<file path="src/rtl/daf_pkg.sv">
// Package: shared constants and types for the destination address filter.
// Assumes six-byte MAC addresses and the twelve-byte doubled slot layout.
package daf_pkg;
    localparam int ADDR_BYTES  = 6;
    localparam int ENTRY_BYTES = 2 * ADDR_BYTES;

    // Byte 0 is the first byte seen on the wire.
    typedef logic [ADDR_BYTES-1:0][7:0] mac_t;
endpackage

</file>
<file path="src/rtl/daf_setup_loader.sv">
// Setup loader: decodes a streamed setup image into a shadow table.
// Keeps the first copy of each doubled half-word, flags disagreeing
// second copies, and emits a commit pulse the cycle after a stream that
// ended on exactly its last image byte.
// Assumes setup_last is only meaningful together with setup_valid.
module daf_setup_loader
    import daf_pkg::*;
#(
    parameter int ENTRIES = 16
) (
    input  logic                     clk,
    input  logic                     rst_n,
    input  logic                     setup_valid,
    input  logic [7:0]               setup_data,
    input  logic                     setup_last,
    output mac_t [ENTRIES-1:0]       shadow,
    output logic                     commit,
    output logic                     copy_err
);
    localparam int IMG = ENTRIES * ENTRY_BYTES;
    localparam int CW  = $clog2(IMG + 1);
    localparam int EW  = (ENTRIES > 1) ? $clog2(ENTRIES) : 1;

    logic [CW-1:0] cnt;
    logic [3:0]    pos;
    logic [EW-1:0] ent;
    logic [2:0]    bidx;
    logic          in_range;

    // Address byte addressed by the current slot position.
    assign bidx     = {pos[3:2], pos[0]};
    assign in_range = (cnt < CW'(IMG));

    // Stream decode: store first copies, check second copies, track length.
    always_ff @(posedge clk) begin
        if (!rst_n) begin
            cnt      <= '0;
            pos      <= '0;
            ent      <= '0;
            commit   <= 1'b0;
            copy_err <= 1'b0;
            shadow   <= '0;
        end else begin
            commit <= 1'b0;
            if (setup_valid) begin
                if (in_range) begin
                    if (!pos[1]) begin
                        shadow[ent][bidx] <= setup_data;
                    end else if (shadow[ent][bidx] != setup_data) begin
                        copy_err <= 1'b1;
                    end
                end
                if (setup_last) begin
                    commit <= (cnt == CW'(IMG - 1));
                    cnt    <= '0;
                    pos    <= '0;
                    ent    <= '0;
                end else begin
                    if (cnt != CW'(IMG)) begin
                        cnt <= cnt + 1'b1;
                    end
                    if (pos == 4'(ENTRY_BYTES - 1)) begin
                        pos <= '0;
                        ent <= ent + 1'b1;
                    end else begin
                        pos <= pos + 1'b1;
                    end
                end
            end
        end
    end
endmodule

</file>
<file path="src/rtl/daf_table.sv">
// Active table: copies the shadow table on a commit pulse and records
// that a table has been installed since reset.
// Assumes commit is a single-cycle pulse from the loader.
module daf_table
    import daf_pkg::*;
#(
    parameter int ENTRIES = 16
) (
    input  logic               clk,
    input  logic               rst_n,
    input  logic               commit,
    input  mac_t [ENTRIES-1:0] image,
    output mac_t [ENTRIES-1:0] entries,
    output logic               loaded
);
    // Install the shadow image and mark the table usable.
    always_ff @(posedge clk) begin
        if (!rst_n) begin
            entries <= '0;
            loaded  <= 1'b0;
        end else if (commit) begin
            entries <= image;
            loaded  <= 1'b1;
        end
    end
endmodule

</file>
<file path="src/rtl/daf_matcher.sv">
// Matcher: captures the first destination bytes of a frame and, on the
// sixth byte, compares against every slot in parallel. The decision is
// registered, so it appears the cycle after the sixth byte.
// Assumes rx_sof is only raised with rx_valid.
module daf_matcher
    import daf_pkg::*;
#(
    parameter int ENTRIES = 16
) (
    input  logic               clk,
    input  logic               rst_n,
    input  logic               rx_valid,
    input  logic               rx_sof,
    input  logic [7:0]         rx_data,
    input  mac_t [ENTRIES-1:0] entries,
    input  logic               loaded,
    output logic               frame_accept,
    output logic               frame_reject
);
    localparam int IW = $clog2(ADDR_BYTES + 1);

    logic [IW-1:0]                 idx;
    logic [IW-1:0]                 cur;
    logic [ADDR_BYTES-2:0][7:0]    dest;
    logic                          take;
    logic                          sixth;
    logic [ENTRIES-1:0]            hit;

    assign cur   = rx_sof ? '0 : idx;
    assign take  = rx_valid && (rx_sof || (idx < IW'(ADDR_BYTES)));
    assign sixth = take && (cur == IW'(ADDR_BYTES - 1));

    // One comparator per slot; the last byte comes straight from the input.
    for (genvar e = 0; e < ENTRIES; e++) begin : g_cmp
        assign hit[e] = (entries[e][ADDR_BYTES-1] == rx_data) &&
                        (entries[e][ADDR_BYTES-2:0] == dest);
    end

    // Header capture: count bytes since start of frame, keep early bytes.
    always_ff @(posedge clk) begin
        if (!rst_n) begin
            idx  <= '0;
            dest <= '0;
        end else if (take) begin
            idx <= cur + 1'b1;
            if (cur < IW'(ADDR_BYTES - 1)) begin
                dest[cur] <= rx_data;
            end
        end
    end

    // Decision register: one pulse per frame header.
    always_ff @(posedge clk) begin
        if (!rst_n) begin
            frame_accept <= 1'b0;
            frame_reject <= 1'b0;
        end else begin
            frame_accept <= sixth && loaded && (|hit);
            frame_reject <= sixth && !(loaded && (|hit));
        end
    end
endmodule

</file>
<file path="src/rtl/dest_addr_filter.sv">
// Top level: perfect destination address filter loaded from a doubled
// setup image. Wires the loader, the active table and the matcher.
// Assumes independent setup and receive streams on one clock.
module dest_addr_filter
    import daf_pkg::*;
#(
    parameter int ENTRIES = 16
) (
    input  logic       clk,
    input  logic       rst_n,
    input  logic       setup_valid,
    input  logic [7:0] setup_data,
    input  logic       setup_last,
    input  logic       rx_valid,
    input  logic       rx_sof,
    input  logic [7:0] rx_data,
    output logic       frame_accept,
    output logic       frame_reject,
    output logic       setup_error
);
    mac_t [ENTRIES-1:0] shadow_tbl;
    mac_t [ENTRIES-1:0] active_tbl;
    logic               commit;
    logic               table_loaded;

    daf_setup_loader #(.ENTRIES(ENTRIES)) u_loader (
        .clk         (clk),
        .rst_n       (rst_n),
        .setup_valid (setup_valid),
        .setup_data  (setup_data),
        .setup_last  (setup_last),
        .shadow      (shadow_tbl),
        .commit      (commit),
        .copy_err    (setup_error)
    );

    daf_table #(.ENTRIES(ENTRIES)) u_table (
        .clk     (clk),
        .rst_n   (rst_n),
        .commit  (commit),
        .image   (shadow_tbl),
        .entries (active_tbl),
        .loaded  (table_loaded)
    );

    daf_matcher #(.ENTRIES(ENTRIES)) u_match (
        .clk          (clk),
        .rst_n        (rst_n),
        .rx_valid     (rx_valid),
        .rx_sof       (rx_sof),
        .rx_data      (rx_data),
        .entries      (active_tbl),
        .loaded       (table_loaded),
        .frame_accept (frame_accept),
        .frame_reject (frame_reject)
    );
endmodule

</file>
<file path="config.mk">
export PLATFORM = sky130hd
export DESIGN_NAME = dest_addr_filter
export DESIGN_NICKNAME = d
export VERILOG_FILES = /design/src/rtl/daf_pkg.sv /design/src/rtl/daf_setup_loader.sv /design/src/rtl/daf_table.sv /design/src/rtl/daf_matcher.sv /design/src/rtl/dest_addr_filter.sv
export SDC_FILE = /design/constraint.sdc
export NUM_CORES = 2
export LEC_CHECK = 0
export CORE_ASPECT_RATIO = 0.7
export CORE_UTILIZATION = 24
export DETAILED_ROUTE_END_ITERATION = 10
export DONT_BUFFER_PORTS = 1
export GPL_TIMING_DRIVEN = 0
export PLACE_DENSITY = 0.38
export SYNTH_ARGS = -nofsm -noshare
export SYNTH_HDL_FRONTEND = slang
export SYNTH_SLANG_ARGS = --single-unit
</file>
<file path="constraint.sdc">
create_clock -name clk -period 3.6 [get_ports clk]
set_input_delay 0.36 -clock clk [delete_from_list [all_inputs] [get_ports clk]]
set_output_delay 0.36 -clock clk [all_outputs]
set_load 0.01 [all_outputs]
</file>
Word-level counts from Yosys, hierarchy flattened:

Cells that the tools add are included.

* flip-flop bits (word level): 1600
* input bits: 22

* add/subtract/negate cells: 4
* order comparisons: 9
* equality and inequality tests: 37
* mux-type cells: 19
* bitwise operators: 1
* reductions and logical operators: 36

Operators with widths (count)
* 768-bit bitwise mux: 1
* 40-bit == test: 16
* 48-bit binary-select mux with 4-bit select: 1
* 48-bit demux with 4-bit select: 1
* 8-bit == test: 16
* 48-bit two-way mux: 2
* 8-bit demux with 3-bit select: 2
* 40-bit bitwise mux: 1
* 8-bit two-way mux: 5
* 1-bit logical AND: 25
* 8-bit binary-select mux with 3-bit select: 1
* 4-bit two-way mux: 4
* 16-bit OR reduction: 1
* 4-bit by 1-bit adder with 4-bit output, second input constant: 2
* 8-bit by 1-bit adder with 8-bit output, second input constant: 1
* 8-bit == test, second input constant: 1
* 3-bit by 4-bit < comparator with 1-bit output, second input constant: 2
* 8-bit < comparator, second input constant: 1
* 8-bit != test: 1
* 8-bit != test, second input constant: 1
* 3-bit by 1-bit >= comparator with 1-bit output, second input constant: 2
* 3-bit < comparator, second input constant: 2
* 2-bit AND reduction: 3
* 3-bit AND reduction: 2
* 11 further kinds: 12

Logic depth before layout (Yosys ltp):

* depth in word-level cells: 7
* depth in mapped cells: 14
* gate-level depth less buffers: 9

Hierarchy:

From an unflattened synthesis, not the netlist that was laid out.

* cells, all modules: 8005
* area total of the unflattened synthesis: 77221.6 um2

Modules (own cells, without submodules)
* daf_setup_loader: times used 1, cells an instance 4236, area an instance 36714.0 um2, sequential area each 15735.1 um2
* daf_table: times used 1, cells an instance 2477, area an instance 29060.4 um2, sequential area each 15394.8 um2
* daf_matcher: times used 1, cells an instance 1292, area an instance 11447.2 um2, sequential area each 900.9 um2

Worst setup path before layout:

Ideal clock, no wire load.

* kind: register -> register
* start: register u_loader.ent[0]
* end: register u_loader.copy_err
* arrival time: 2549 ps
* required time: 3509 ps
* path slack: 960 ps
* stages on the path, launching flop included: 11
* clock period less this slack: 2640 ps
* cell sequence: dfxtp_1 > buf_6 > buf_6 > buf_2 > mux4_2 > a221oi_1 > o22ai_1 > a221oi_2 > xnor2_1 > nor2_1 > a311oi_1

* cells in the longest elaborated chain, start to end: 6

RTL lines
* from (decl): RTL line daf_setup_loader.sv:26 `logic [EW-1:0] ent;`
* from (signal assigned): RTL line daf_setup_loader.sv:64 `ent <= ent + 1'b1;`
* 48-bit binary-select mux with 4-bit select: RTL line daf_setup_loader.sv:49 `end else if (shadow[ent][bidx] != setup_data) begin`
* 48-bit two-way mux (implied by the code): RTL line daf_setup_loader.sv:49
* 8-bit binary-select mux with 3-bit select: RTL line daf_setup_loader.sv:49
* 8-bit two-way mux (implied by the code): RTL line daf_setup_loader.sv:49
* 8-bit != test: RTL line daf_setup_loader.sv:49
* 4-bit AND reduction (no source line)
* to (signal assigned): RTL line daf_setup_loader.sv:41 `copy_err <= 1'b0;`
* to (signal assigned): RTL line daf_setup_loader.sv:50 `copy_err <= 1'b1;`
* to (decl): RTL line daf_setup_loader.sv:18 `output logic copy_err`

No other way between the ends. The select of a mux whose other input is x is not followed.
A chain may end at the register's enable or synchronous reset.

Final worst setup path:

* start: register u_loader.ent[0]
* end: register u_loader.shadow[207] in the netlist's numbering

* cells in the longest elaborated chain, start to end: 5
* elaborated cells between the ends (all ways): 6
* classes of those cells: 2 x order compare; 3 x mux; 1 x reduce/logical

RTL lines
* 4-bit by 5-bit < comparator with 1-bit output (implied by the code) / 4-bit by 1-bit >= comparator with 1-bit output (equally long branches): RTL line daf_setup_loader.sv:48 `shadow[ent][bidx] <= setup_data;`
* 1-bit logical AND (implied by the code): RTL line daf_setup_loader.sv:48
* 48-bit two-way mux (implied by the code): RTL line daf_setup_loader.sv:48
* 48-bit demux with 4-bit select (*)
* 768-bit bitwise mux (*): RTL line daf_setup_loader.sv:48
* to (signal, indexed assignment): RTL line daf_setup_loader.sv:48
* to (decl): RTL line daf_setup_loader.sv:16 `output mac_t [ENTRIES-1:0] shadow,`

Mark *: on every way between the ends. The rest lies on a longest branch, timed or not.

==> results <==
- The flow ran to the end, but the final reports show violations.
- The final reports fail on capacitance limit, slew limit, setup timing.
- The category of the most critical setup path is register to register.
- For this block, the routed nets add up to between 500 and 600 mm of wire.
- The largest vdd supply drop is roughly 0.00031 V.
- The clock period minus final worst setup slack is between 3 and 4 ns.
- From synthesis to final layout, the design area changed by 21.7%.
- The count of standard-cell rows is 167.
- Summing all non-filler instances in the final layout gives an area of 87600 sq um.
- After detailed routing, the number of remaining DRC violations is 0.
- The number of global-route vias before repair is just over 60000.
- The final cell count without fillers is between 10000 and 15000.
- The most frequent cell on the critical path is buf_12.
- The level count of the clock H-tree is 4.
- The worst hold path passes through 4 cells.
- Setup repair after global routing could not meet its margin everywhere.
- The count of max-cap constraint violations is 5.
- The most used flip-flop cell after synthesis is dfxtp_1.
- Based on the critical path, the design can be clocked at up to ~260 MHz.
- Synthesis produced around 8000 cells.
- The post-DP HPWL is about 410 mm.
- The synthesized design spends more area on one cell type than any other, namely dfxtp_1.
- The clock insertion delay at the later pin of the skew report is around 0.90 ns.
- The sequential element share of the synthesized area is ~44%.
- The synthesis-stage register bit count is 1600.
- At the worst endpoint, the arrival time is 4.59 ns.
- Counting both buffers and inverters, the worst setup path holds a total of 6.
- For the pin with the worst max-slew slack, the measured transition is between 1.5 and 2 ns.
- The average wire length per cell after detail routing is between 40 and 50 um.
- The cell total after placement is 12000.
- The worst setup path is captured at a register.
- In the post-synthesis netlist, the biggest area contributors are dfxtp_1, mux2i_1, xnor2_1.
- The setup skew after layout is about 0.07 ns.
- The leftover overflow at the end of global routing is 0.
- The Yosys step of the flow raised 0 warnings.
- Routability-driven placement finished with a final weighted congestion of approximately 1.1.
- The cell type group with the largest total delay on the critical path is buffers and inverters.
- The net total in the final layout is around 8300.
- Measured against its own limit, the worst slew margin works out to -8.06%.
- After the first detailed-routing iteration, the DRC count stood at ~13000.
- The count of cell types in the netlist is approximately 70.
- In this run the standard cell core region covers between 200000 and 300000 sq um.
- The die span in y is 460 um.
- The required time of the worst setup path is between 4 and 5 ns.
- The clock net sink count is 1600.
- TritonCTS built the clock tree.
- Buffers inserted during clock tree synthesis total between 150 and 200.
- A synthesized cell averages 9.03 sq um.
- Measured in cells, the most critical reg-to-reg path has a length of 11.
- Summed over all failing endpoints, the final setup total negative slack is -19.59 ns.
- Walking the worst path, the cells encountered are buf_12 -> buf_12 -> buf_12 -> inv_1 -> clkbuf_8 -> ha_4 -> nand2_1 -> clkbuf_2 -> nor2_2 -> nand2_1 -> a21oi_1.
- The final count of hold timing violations is 0.
- The number of max-slew violations in the final report was 45.
- The global-route wire length before repair is about 670 mm.
- In the synthesized netlist the async set-or-reset flop fraction comes to 0%.
- The number of nets in the synthesized netlist is roughly 8000.
- The clock tree buffer depth is 4.
- The tree is rooted in a clkbuf_16.
- The floorplan step defined a die boundary enclosing 302000 sq um.
- The highest-delay cell along the critical path is nor2_2.
- The number of primary I/O pins is 25.
- In this run the worst path has a maximum fanout of 11.
- The kind of start point of the critical path is a register.
- The global-route usage over all layers is ~34%.
- The number of buffers added on ports is 0.
- The pre-antenna-repair detailed-routing pass consisted of 6 iterations.
- The top cell types in the final layout, fill and taps aside, are dfxtp_1, nand2_1, nor2_1, mux2i_1, a21oi_1.
- The final worst setup slack is -0.186 ns.
- The clock transition at the register clock pins on the worst setup and hold paths after CTS is about 0.070 ns.
- Once the floorplan was initialized, standard cells occupied 24.2% of the core.
- The initial antenna violation count is ~100.
- The design draws about 40 mW.
- In the final layout, the share of cells above drive strength 1 is between 10% and 20%.
- The cell leakage power is around 28 nW.
- The path class of the tightest hold or removal check is input port to register.
- The ratio of total power to cell area is between 400 and 500 nW/um^2.
- Leaving out fill and tap cells, the most frequent cell in the layout is dfxtp_1.
- The cell area that synthesis handed to floorplanning was roughly 70000 sq um.
- The area after detailed placement is just under 80000 sq um.
- The via density per instance is around 5.7.
- The total of endpoints with negative setup slack in the final report is 388.
- The total via count after detailed routing is about 70000.
- The pin count of the biggest net entering global routing is 16.
- The die boundary width is 657 um.
- After synthesis, the largest area contributor takes up 44.5% of total cell area.
- Counting buffers and inverters, the worst setup path is 11 cells deep.
- In this run the remaining antenna-violating nets after routing total 0.
- The share of the clock period used by the worst path after layout is 105%.
- The number of enable flip-flop cells after synthesis is 0.
- The delay of the slowest critical-path stage is ~0.50 ns.
==> cells by family (layout without fill, tap and decap cells) <==
family	Yosys count	count (layout)	share of synthesized area, %
AOI/OAI and AO/OA	1165	1165	8.64
adders and majority gates	9	9	0.156
DFF	1600	1600	44.5
xor gates and xnor gates	785	785	9.55
other	0	15	0
muxes	1135	1135	18.3
and+or+nand+nor	2636	2636	15.2
buffers and inverters	647	1101	3.77
==> final timing paths <==
kind	end	from	slack, ns
hold reg to reg	u_loader.shadow[50]	u_loader.shadow[50]	0.47
setup reg to reg	u_loader.shadow[207]	u_loader.ent[0]	-0.19
hold / removal	u_loader.cnt[0]	setup_last	0.10
setup / recovery	u_loader.shadow[207]	u_loader.ent[0]	-0.19
==> synthesized netlist by cell type (4+ instances only) <==
cell type / n
o211ai_1: 11
xnor2_1: 581
nand2_1: 1166
clkbuf_1: 437
a21oi_1: 732
buf_1: 99
and2_0: 4
xor2_1: 204
buf_6: 15
a31oi_1: 10
buf_4: 22
nand2b_1: 6
nor4_1: 86
nand4_1: 171
mux4_2: 138
o2111ai_1: 6
nor2b_1: 14
nand3_1: 147
dfxtp_1: 1600
a211oi_1: 7
and3_1: 6
ha_1: 9
nand3b_1: 4
nand4b_1: 4
mux4_1: 4
mux2i_1: 990
a22oi_1: 61
o21ai_0: 296
buf_2: 62
inv_1: 10
nor3_1: 9
nor2_1: 1004
==> repair_timing <==
action,CTS,global route
hold buffers,6,0
setup endpoints to repair,1171,400
pin swaps,18,18
setup buffers,65,28
cloned,2,0
gates resized for setup,519,127
hold endpoints to repair,18,0
==> state kept, by name, indices dropped and copies added, names as in the netlist <==
| register | count |
|---|---|
| u_loader.cnt | 8 |
| u_match.frame_accept | 1 |
| u_match.frame_reject | 1 |
| u_table.entries | 768 |
| u_match.dest | 40 |
| u_loader.pos | 4 |
| u_loader.copy_err | 1 |
| u_loader.ent | 4 |
| u_loader.shadow | 768 |
| u_loader.commit | 1 |
| u_table.loaded | 1 |
| u_match.idx | 3 |
==> report_power, final <==
part,internal [mW],switching (mW)
combinational,0.594,2.22
sequential,17.7,0.0603
clock,10.6,8.70
==> routing by layer <==
layer  vias up  track usage, %  part of all wire [%]
met5         -          0.0953                 0.072
met4        58            11.1                   4.0
met3       803            16.6                    16
met2      5353            41.8                    35
met1     36100            49.6                    45
li1      27900               -                     -
==> final cells by class <==
class | count | area [sq um]
multi-input cells | 5730 | 38800
well taps | 3971 | 4970
clock buffers | 264 | 5270
diodes | 15 | 37.5
plain buffers | 624 | 3720
repair buffers | 151 | 2290
inverters | 11 | 41.3
flip-flops and latches | 1600 | 32000
fillers | 31500 | 209000
clock inverters | 51 | 519
==> through the flow <==
step                      hold slack [ns]  utilization [%]  setup WS, ns
after floorplan                     0.434                -         0.960
after global placement              0.453             25.9         -3.99
after detailed placement            0.463             26.3         -2.93
after CTS                          0.0330             29.3      -0.00647
after global routing               0.0938             29.5       -0.0495
final                               0.101             29.5        -0.186
==> worst min-delay path, delay by kind of cell <==
family                    cells  cell delay (ns)
AOI/OAI and AO/OA             1             0.22
xor gates and xnor gates      1             0.15
and+or+nand+nor               2             0.22
Power figures use the tool's default switching activity.
